==> src/rtl/pwm_brk_pkg.sv <==
package pwm_brk_pkg;
   // Control register bit positions
   localparam int CTL_DET_EN  = 0;
   localparam int CTL_SRC     = 1;
   localparam int CTL_POL     = 2;
   localparam int CTL_FLAG    = 3;
   localparam int CTL_PAT_LSB = 4;

   // Register addresses
   localparam int ADR_CTRL  = 0;
   localparam int ADR_OE    = 1;
   localparam int ADR_DUTY0 = 2;

   typedef enum logic {
      SRC_PIN = 1'b0,
      SRC_CMP = 1'b1
   } brk_src_e;

   typedef struct packed {
      logic     det_en;
      brk_src_e src;
      logic     pol;
   } brk_cfg_t;
endpackage

==> src/rtl/brk_sync.sv <==
module brk_sync #(
   parameter int STAGES = 2
) (
   input  logic clk_i,
   input  logic rst_ni,
   input  logic d_i,
   output logic q_o
);
   logic [STAGES-1:0] sh_q;

   always_ff @(posedge clk_i or negedge rst_ni) begin
      if (!rst_ni) sh_q <= '0;
      else         sh_q <= {sh_q[STAGES-2:0], d_i};
   end

   assign q_o = sh_q[STAGES-1];
endmodule

==> src/rtl/pwm_counter.sv <==
module pwm_counter #(
   parameter int CNT_W = 12
) (
   input  logic             clk_i,
   input  logic             rst_ni,
   output logic [CNT_W-1:0] cnt_o,
   output logic             wrap_o
);
   localparam logic [CNT_W-1:0] CNT_TOP = '1;

   logic [CNT_W-1:0] cnt_q;

   always_ff @(posedge clk_i or negedge rst_ni) begin
      if (!rst_ni) cnt_q <= '0;
      else         cnt_q <= cnt_q + CNT_W'(1);
   end

   assign cnt_o  = cnt_q;
   assign wrap_o = (cnt_q == CNT_TOP);
endmodule

==> src/rtl/pwm_chan.sv <==
module pwm_chan #(
   parameter int CNT_W  = 12,
   parameter bit SHADOW = 1'b1
) (
   input  logic             clk_i,
   input  logic             rst_ni,
   input  logic [CNT_W-1:0] cnt_i,
   input  logic             load_i,
   input  logic [CNT_W-1:0] duty_i,
   input  logic             oe_i,
   input  logic             brk_i,
   input  logic             pat_i,
   output logic [CNT_W-1:0] act_o,
   output logic             pwm_o
);
   logic [CNT_W-1:0] act_q;

   generate
      if (SHADOW) begin : g_shadow
         always_ff @(posedge clk_i or negedge rst_ni) begin
            if (!rst_ni)     act_q <= '0;
            else if (load_i) act_q <= duty_i;
         end
      end else begin : g_direct
         logic unused_load;
         assign unused_load = load_i;
         always_ff @(posedge clk_i or negedge rst_ni) begin
            if (!rst_ni) act_q <= '0;
            else         act_q <= duty_i;
         end
      end
   endgenerate

   assign act_o = act_q;
   assign pwm_o = oe_i && (brk_i ? pat_i : (cnt_i < act_q));
endmodule

==> src/rtl/brk_detect.sv <==
module brk_detect
   import pwm_brk_pkg::*;
(
   input  logic     clk_i,
   input  logic     rst_ni,
   input  brk_cfg_t cfg_i,
   input  logic     pin_s_i,
   input  logic     cmp_s_i,
   input  logic     sw_wr_i,
   input  logic     sw_val_i,
   output logic     flag_o
);
   logic lvl;
   logic hit;
   logic flag_q;

   always_comb begin
      lvl = (cfg_i.src == SRC_CMP) ? cmp_s_i : pin_s_i;
      hit = cfg_i.det_en && (lvl == cfg_i.pol);
   end

   always_ff @(posedge clk_i or negedge rst_ni) begin
      if (!rst_ni)      flag_q <= 1'b0;
      else if (sw_wr_i) flag_q <= sw_val_i;
      else if (hit)     flag_q <= 1'b1;
   end

   assign flag_o = flag_q;
endmodule

==> src/rtl/pwm_brk_ctl.sv <==
module pwm_brk_ctl
   import pwm_brk_pkg::*;
#(
   parameter int NUM_CH      = 4,
   parameter int CNT_W       = 12,
   parameter int DATA_W      = 16,
   parameter int ADDR_W      = 3,
   parameter int SYNC_STAGES = 2,
   parameter bit SHADOW_DUTY = 1'b1
) (
   input  logic              clk_i,
   input  logic              rst_ni,
   input  logic              reg_wr_i,
   input  logic [ADDR_W-1:0] reg_addr_i,
   input  logic [DATA_W-1:0] reg_wdata_i,
   output logic [DATA_W-1:0] reg_rdata_o,
   input  logic              brk_pin_i,
   input  logic              cmp_i,
   output logic [NUM_CH-1:0] pwm_o
);
   localparam int PAT_HI   = CTL_PAT_LSB + NUM_CH;
   localparam int USED_W   = (CNT_W > PAT_HI) ? CNT_W : PAT_HI;
   localparam int NUM_REGS = ADR_DUTY0 + NUM_CH;

   generate
      if (NUM_CH < 1 || PAT_HI > DATA_W) begin : g_bad_ch
         $error("NUM_CH does not fit the control register");
      end
      if (CNT_W < 2 || CNT_W > DATA_W) begin : g_bad_cnt
         $error("CNT_W must lie between 2 and DATA_W");
      end
      if (SYNC_STAGES < 2) begin : g_bad_sync
         $error("SYNC_STAGES must be at least 2");
      end
      if (NUM_REGS > (1 << ADDR_W)) begin : g_bad_addr
         $error("ADDR_W too small for the register map");
      end
   endgenerate

   logic                         det_en_q;
   brk_src_e                     src_q;
   logic                         pol_q;
   logic [NUM_CH-1:0]            pat_q;
   logic [NUM_CH-1:0]            oe_q;
   logic [NUM_CH-1:0][CNT_W-1:0] duty_q;
   logic [NUM_CH-1:0][CNT_W-1:0] act_duty;
   logic [CNT_W-1:0]             cnt;
   logic                         wrap;
   logic                         brk_flag;
   logic                         pin_s;
   logic                         cmp_s;
   logic                         ctrl_wr;
   brk_cfg_t                     cfg;

   assign ctrl_wr    = reg_wr_i && (reg_addr_i == ADDR_W'(ADR_CTRL));
   assign cfg.det_en = det_en_q;
   assign cfg.src    = src_q;
   assign cfg.pol    = pol_q;

   // Configuration registers
   always_ff @(posedge clk_i or negedge rst_ni) begin
      if (!rst_ni) begin
         det_en_q <= 1'b0;
         src_q    <= SRC_PIN;
         pol_q    <= 1'b0;
         pat_q    <= '0;
         oe_q     <= '0;
         duty_q   <= '0;
      end else if (reg_wr_i) begin
         if (reg_addr_i == ADDR_W'(ADR_CTRL)) begin
            det_en_q <= reg_wdata_i[CTL_DET_EN];
            src_q    <= brk_src_e'(reg_wdata_i[CTL_SRC]);
            pol_q    <= reg_wdata_i[CTL_POL];
            pat_q    <= reg_wdata_i[CTL_PAT_LSB +: NUM_CH];
         end
         if (reg_addr_i == ADDR_W'(ADR_OE)) begin
            oe_q <= reg_wdata_i[NUM_CH-1:0];
         end
         for (int n = 0; n < NUM_CH; n++) begin
            if (reg_addr_i == ADDR_W'(ADR_DUTY0 + n)) begin
               duty_q[n] <= reg_wdata_i[CNT_W-1:0];
            end
         end
      end
   end

   // Read mux
   always_comb begin
      reg_rdata_o = '0;
      if (reg_addr_i == ADDR_W'(ADR_CTRL)) begin
         reg_rdata_o[CTL_DET_EN]            = det_en_q;
         reg_rdata_o[CTL_SRC]               = src_q;
         reg_rdata_o[CTL_POL]               = pol_q;
         reg_rdata_o[CTL_FLAG]              = brk_flag;
         reg_rdata_o[CTL_PAT_LSB +: NUM_CH] = pat_q;
      end
      if (reg_addr_i == ADDR_W'(ADR_OE)) begin
         reg_rdata_o[NUM_CH-1:0] = oe_q;
      end
      for (int n = 0; n < NUM_CH; n++) begin
         if (reg_addr_i == ADDR_W'(ADR_DUTY0 + n)) begin
            reg_rdata_o[CNT_W-1:0] = duty_q[n];
         end
      end
   end

   generate
      if (DATA_W > USED_W) begin : g_unused
         logic unused_wdata;
         assign unused_wdata = ^reg_wdata_i[DATA_W-1:USED_W];
      end
   endgenerate

   brk_sync #(.STAGES(SYNC_STAGES)) u_sync_pin (
      .clk_i  (clk_i),
      .rst_ni (rst_ni),
      .d_i    (brk_pin_i),
      .q_o    (pin_s)
   );

   brk_sync #(.STAGES(SYNC_STAGES)) u_sync_cmp (
      .clk_i  (clk_i),
      .rst_ni (rst_ni),
      .d_i    (cmp_i),
      .q_o    (cmp_s)
   );

   brk_detect u_detect (
      .clk_i    (clk_i),
      .rst_ni   (rst_ni),
      .cfg_i    (cfg),
      .pin_s_i  (pin_s),
      .cmp_s_i  (cmp_s),
      .sw_wr_i  (ctrl_wr),
      .sw_val_i (reg_wdata_i[CTL_FLAG]),
      .flag_o   (brk_flag)
   );

   pwm_counter #(.CNT_W(CNT_W)) u_cnt (
      .clk_i  (clk_i),
      .rst_ni (rst_ni),
      .cnt_o  (cnt),
      .wrap_o (wrap)
   );

   generate
      for (genvar g = 0; g < NUM_CH; g++) begin : g_ch
         pwm_chan #(.CNT_W(CNT_W), .SHADOW(SHADOW_DUTY)) u_chan (
            .clk_i  (clk_i),
            .rst_ni (rst_ni),
            .cnt_i  (cnt),
            .load_i (wrap),
            .duty_i (duty_q[g]),
            .oe_i   (oe_q[g]),
            .brk_i  (brk_flag),
            .pat_i  (pat_q[g]),
            .act_o  (act_duty[g]),
            .pwm_o  (pwm_o[g])
         );
      end
   endgenerate
endmodule

==> config.mk <==
export PLATFORM = sky130hd
export DESIGN_NAME = pwm_brk_ctl
export DESIGN_NICKNAME = d
export VERILOG_FILES = /design/src/rtl/pwm_brk_pkg.sv /design/src/rtl/brk_sync.sv /design/src/rtl/pwm_counter.sv /design/src/rtl/pwm_chan.sv /design/src/rtl/brk_detect.sv /design/src/rtl/pwm_brk_ctl.sv
export SDC_FILE = /design/constraint.sdc
export NUM_CORES = 1
export LEC_CHECK = 0
export CORE_MARGIN = 4
export CORE_UTILIZATION = 65
export CTS_BUF_LIST = sky130_fd_sc_hd__clkbuf_4 sky130_fd_sc_hd__clkbuf_8
export DETAILED_ROUTE_END_ITERATION = 6
export GPL_TIMING_DRIVEN = 0
export MAX_ROUTING_LAYER = met4
export PLACE_DENSITY = 0.87
export SETUP_SLACK_MARGIN = 0.3
export SKIP_CTS_REPAIR_TIMING = 1
export SLEW_MARGIN = 20
export SYNTH_ARGS = -nofsm -noshare
export SYNTH_HDL_FRONTEND = slang
export SYNTH_SLANG_ARGS = --single-unit
==> constraint.sdc <==
create_clock -name clk_i -period 3.9 [get_ports clk_i]
set_input_delay 0.78 -clock clk_i [delete_from_list [all_inputs] [get_ports clk_i]]
set_output_delay 0.78 -clock clk_i [all_outputs]
set_load 0.05 [all_outputs]
==> metrics.csv <==
metric,value,unit
clk buf depth,2,
"Core Util, Final",78.5,%
Hold Path Class,in -> async,
clock sink count,124,
Avg Synthesized Cell Area,12.3,sq um
dominant cell type by area after synthesis,dfrtp_1,
share of layout cells above drive strength 1,24.9,%
dpl cells,684,
post-synthesis cell area,6370,sq um
# rows,35,
Non-Filler Instances,716,
final setup violation count,0,
vias in the first global route,4464,
RSZ-0062 raised after global routing,yes,
Comb pwr share,16.1,%
warnings from Yosys,0,
share of flip-flops with an asynchronous set or reset,100,%
Worst Tran Pin Value,0.892,ns
Max VDD drop,0.285,mV
gr ovfl total,0,
starting density of the core,68.0,%
Root Buffer,clkbuf_8,
synthesis-stage register bit count,124,
max-slew violations,0,
post-detail-place hpwl,10.1,mm
worst hold slack,0.249,ns
die footprint,11500,sq um
Routed Antenna Nets,0,
Power Dens Cells,445,nW/um^2
IO Port Bufs,33,
later-pin clock latency in the skew report,0.43,ns
all-layer global routing usage,27.7,%
CP required,3.12,ns
Yosys cell types,38,
drt pass-1 iters,5,
Yosys top cell area share,48.7,%
drt total wl,14.6,mm
Final min period,3.66,ns
"Clk pin slew, worst setup/hold paths",0.08,ns
Final period util,93.7,%
# diodes,0,
CTS buffer count,17,
Via density,6.14,
Clock Skews,0.0136,ns
maxcap violations,0,
FMAX,0.274,GHz
H-tree Lvls,4,
placer's final routability congestion estimate,0.854,
via count,4397,
Final nets,643,
post-layout power,3.28,mW
crit start category,register,
LEAKAGE,3.61,nW
endpoint class of the critical path,output pin,
synth top area cells,"dfrtp_1 49%, mux2_2 16%, ha_1 8.8%",
top_reg_cell synth,dfrtp_1,
P_sw,965,uW
"Data arrival, critical path",2.88,ns
Seq pwr share,47.3,%
DRC,0,
Slew HR,40.5,%
Cell Int Power,2.31,mW
"EDFF count, synth",0,
worst-path maximum fanout,8,
Sw Share,29.5,%
post-synthesis sequential area ratio,48.7,%
critical path class,reg -> out,
Syn-to-layout area delta,15.5,%
first-pass GRT wire length,23.4,mm
1st-iter DRT viols,287,
Die Ht,107,microns
DIE WIDTH,107,microns
clock network power share,36.6,%
antenna violations before repair,0,
core footprint,9370,sq um
CTS tree,done,
fillers,587,
post-synthesis instance total,518,
I/O Pins,44,
final hold vios,0,
largest net degree at the start of global routing,85,
outcome,finished clean,
detailed-route wire length per cell,20.4,microns
-- synthesized netlist by cell type, drive strengths merged, types with 8 or more instances --
master / number
dfrtp: 124
nand3: 12
buf: 19
o22ai: 9
nand2b: 8
nand2: 11
inv: 48
nor2: 16
mux2i: 20
a21oi: 9
ha: 45
nand4: 13
mux2: 109
-- layout by cell type, fill, tap and decap left out, drive strengths merged, types with 6 or more instances in the layout --
cell,synthesis,routed
mux2i,20,20
a31oi,6,6
dfrtp,124,124
inv,48,52
mux2,109,109
dlymetal6s2s,0,15
a21oi,9,9
clkbuf,7,25
nand2,11,11
ha,45,45
nand4,13,13
o22ai,9,9
nor2,16,16
xnor2,7,7
nand3,12,12
buf,19,21
a211o,6,6
clkdlybuf4s50,0,16
nand2b,8,8
-- metal layers --
metal  vias to the layer above  track usage [%]  wire, microns
met5                         -                -              0
li1                       1959                -              -
met3                        53             5.12            742
met2                       156             42.0           6760
met1                      2229             36.9           6510
met4                         0             12.4            583
-- path summary, 6_finish.rpt --
path                       slack [ns]                 endpoint               start  cells past startpoint
hold reg to reg                  0.36       u_sync_cmp.sh_q[1]  u_sync_cmp.sh_q[0]                      0
setup reg to reg                 1.49  g_ch[1].u_chan.act_o[3]      u_cnt.cnt_o[1]                      7
hold / removal                   0.25  g_ch[0].u_chan.act_o[9]              rst_ni                      1
max in group asynchronous        2.93               duty_q[42]              rst_ni                      2
min in group clk_i               0.36       u_sync_cmp.sh_q[1]  u_sync_cmp.sh_q[0]                      0
setup / recovery                 0.24                 pwm_o[2]      u_cnt.cnt_o[2]                      7
-- metrics by stage --
| step | setup TNS (ns) | instance area [sq um] | setup WS (ns) |
|---|---|---|---|
| 4_1_cts | -0.165 | 7330 | -0.105 |
| 6_report | 0 | 7360 | 0.244 |
| 3_3_place_gp | -303.28 | 6880 | -2.46 |
| 3_5_place_dp | 0 | 6900 | 0.106 |
| 2_1_floorplan | 0 | 6380 | 0.664 |
| 5_1_grt | 0 | 7360 | 0.189 |
-- cell type report --
class	count	area [sq um]	share of cell area [%]
multi-input cells	323	2940	39.9
clock buffers	17	234	3.18
flip-flops and latches	124	3100	42.2
repair buffers	34	392	5.32
well taps	129	161	2.19
clock inverters	15	190	2.58
plain buffers	26	165	2.24
inverters	48	180	2.45
-- flip-flops by register name, summed over array words and instances (netlist names) --
signal             cells
g_ch.u_chan.act_o     48
det_en_q               1
duty_q                48
u_sync_cmp.sh_q        2
pat_q                  4
pol_q                  1
oe_q                   4
u_sync_pin.sh_q        2
u_detect.flag_o        1
src_q                  1
u_cnt.cnt_o           12
-- kinds of logic (layout without fill, tap and decap cells) --
kind of cell	count (synthesis)	count (layout)	synth area share, %
buffers and inverters	74	140	5.42
and+or+nand+nor	73	73	6.32
other	1	4	0.0588
xor gates and xnor gates	11	11	1.51
DFF	124	124	48.7
adders and majority gates	45	45	8.84
muxes	130	130	22.8
AOI/OAI and AO/OA	60	60	6.40
-- power by group through the flow --
| stage | Sequential (mW) | Combinational (mW) | Clock, mW |
|---|---|---|---|
| floorplan | 1.52 | 0.372 | 0 |
| global placement | 1.55 | 0.510 | 0 |
| detailed placement | 1.57 | 0.531 | 0 |
| CTS | 1.54 | 0.535 | 1.22 |
| global route | 1.56 | 0.562 | 1.28 |
| finish | 1.55 | 0.528 | 1.20 |
-- critical path: stages (launching register included) --
cell	delay, ns
dfrtp_1	0.49
ha_1	0.35
a211oi_1	0.27
o21ai_0	0.19
a211oi_1	0.41
a21o_1	0.22
buf_4	0.11
dlymetal6s2s_1	0.40
No activity file was read; power rests on OpenSTA's default activity.
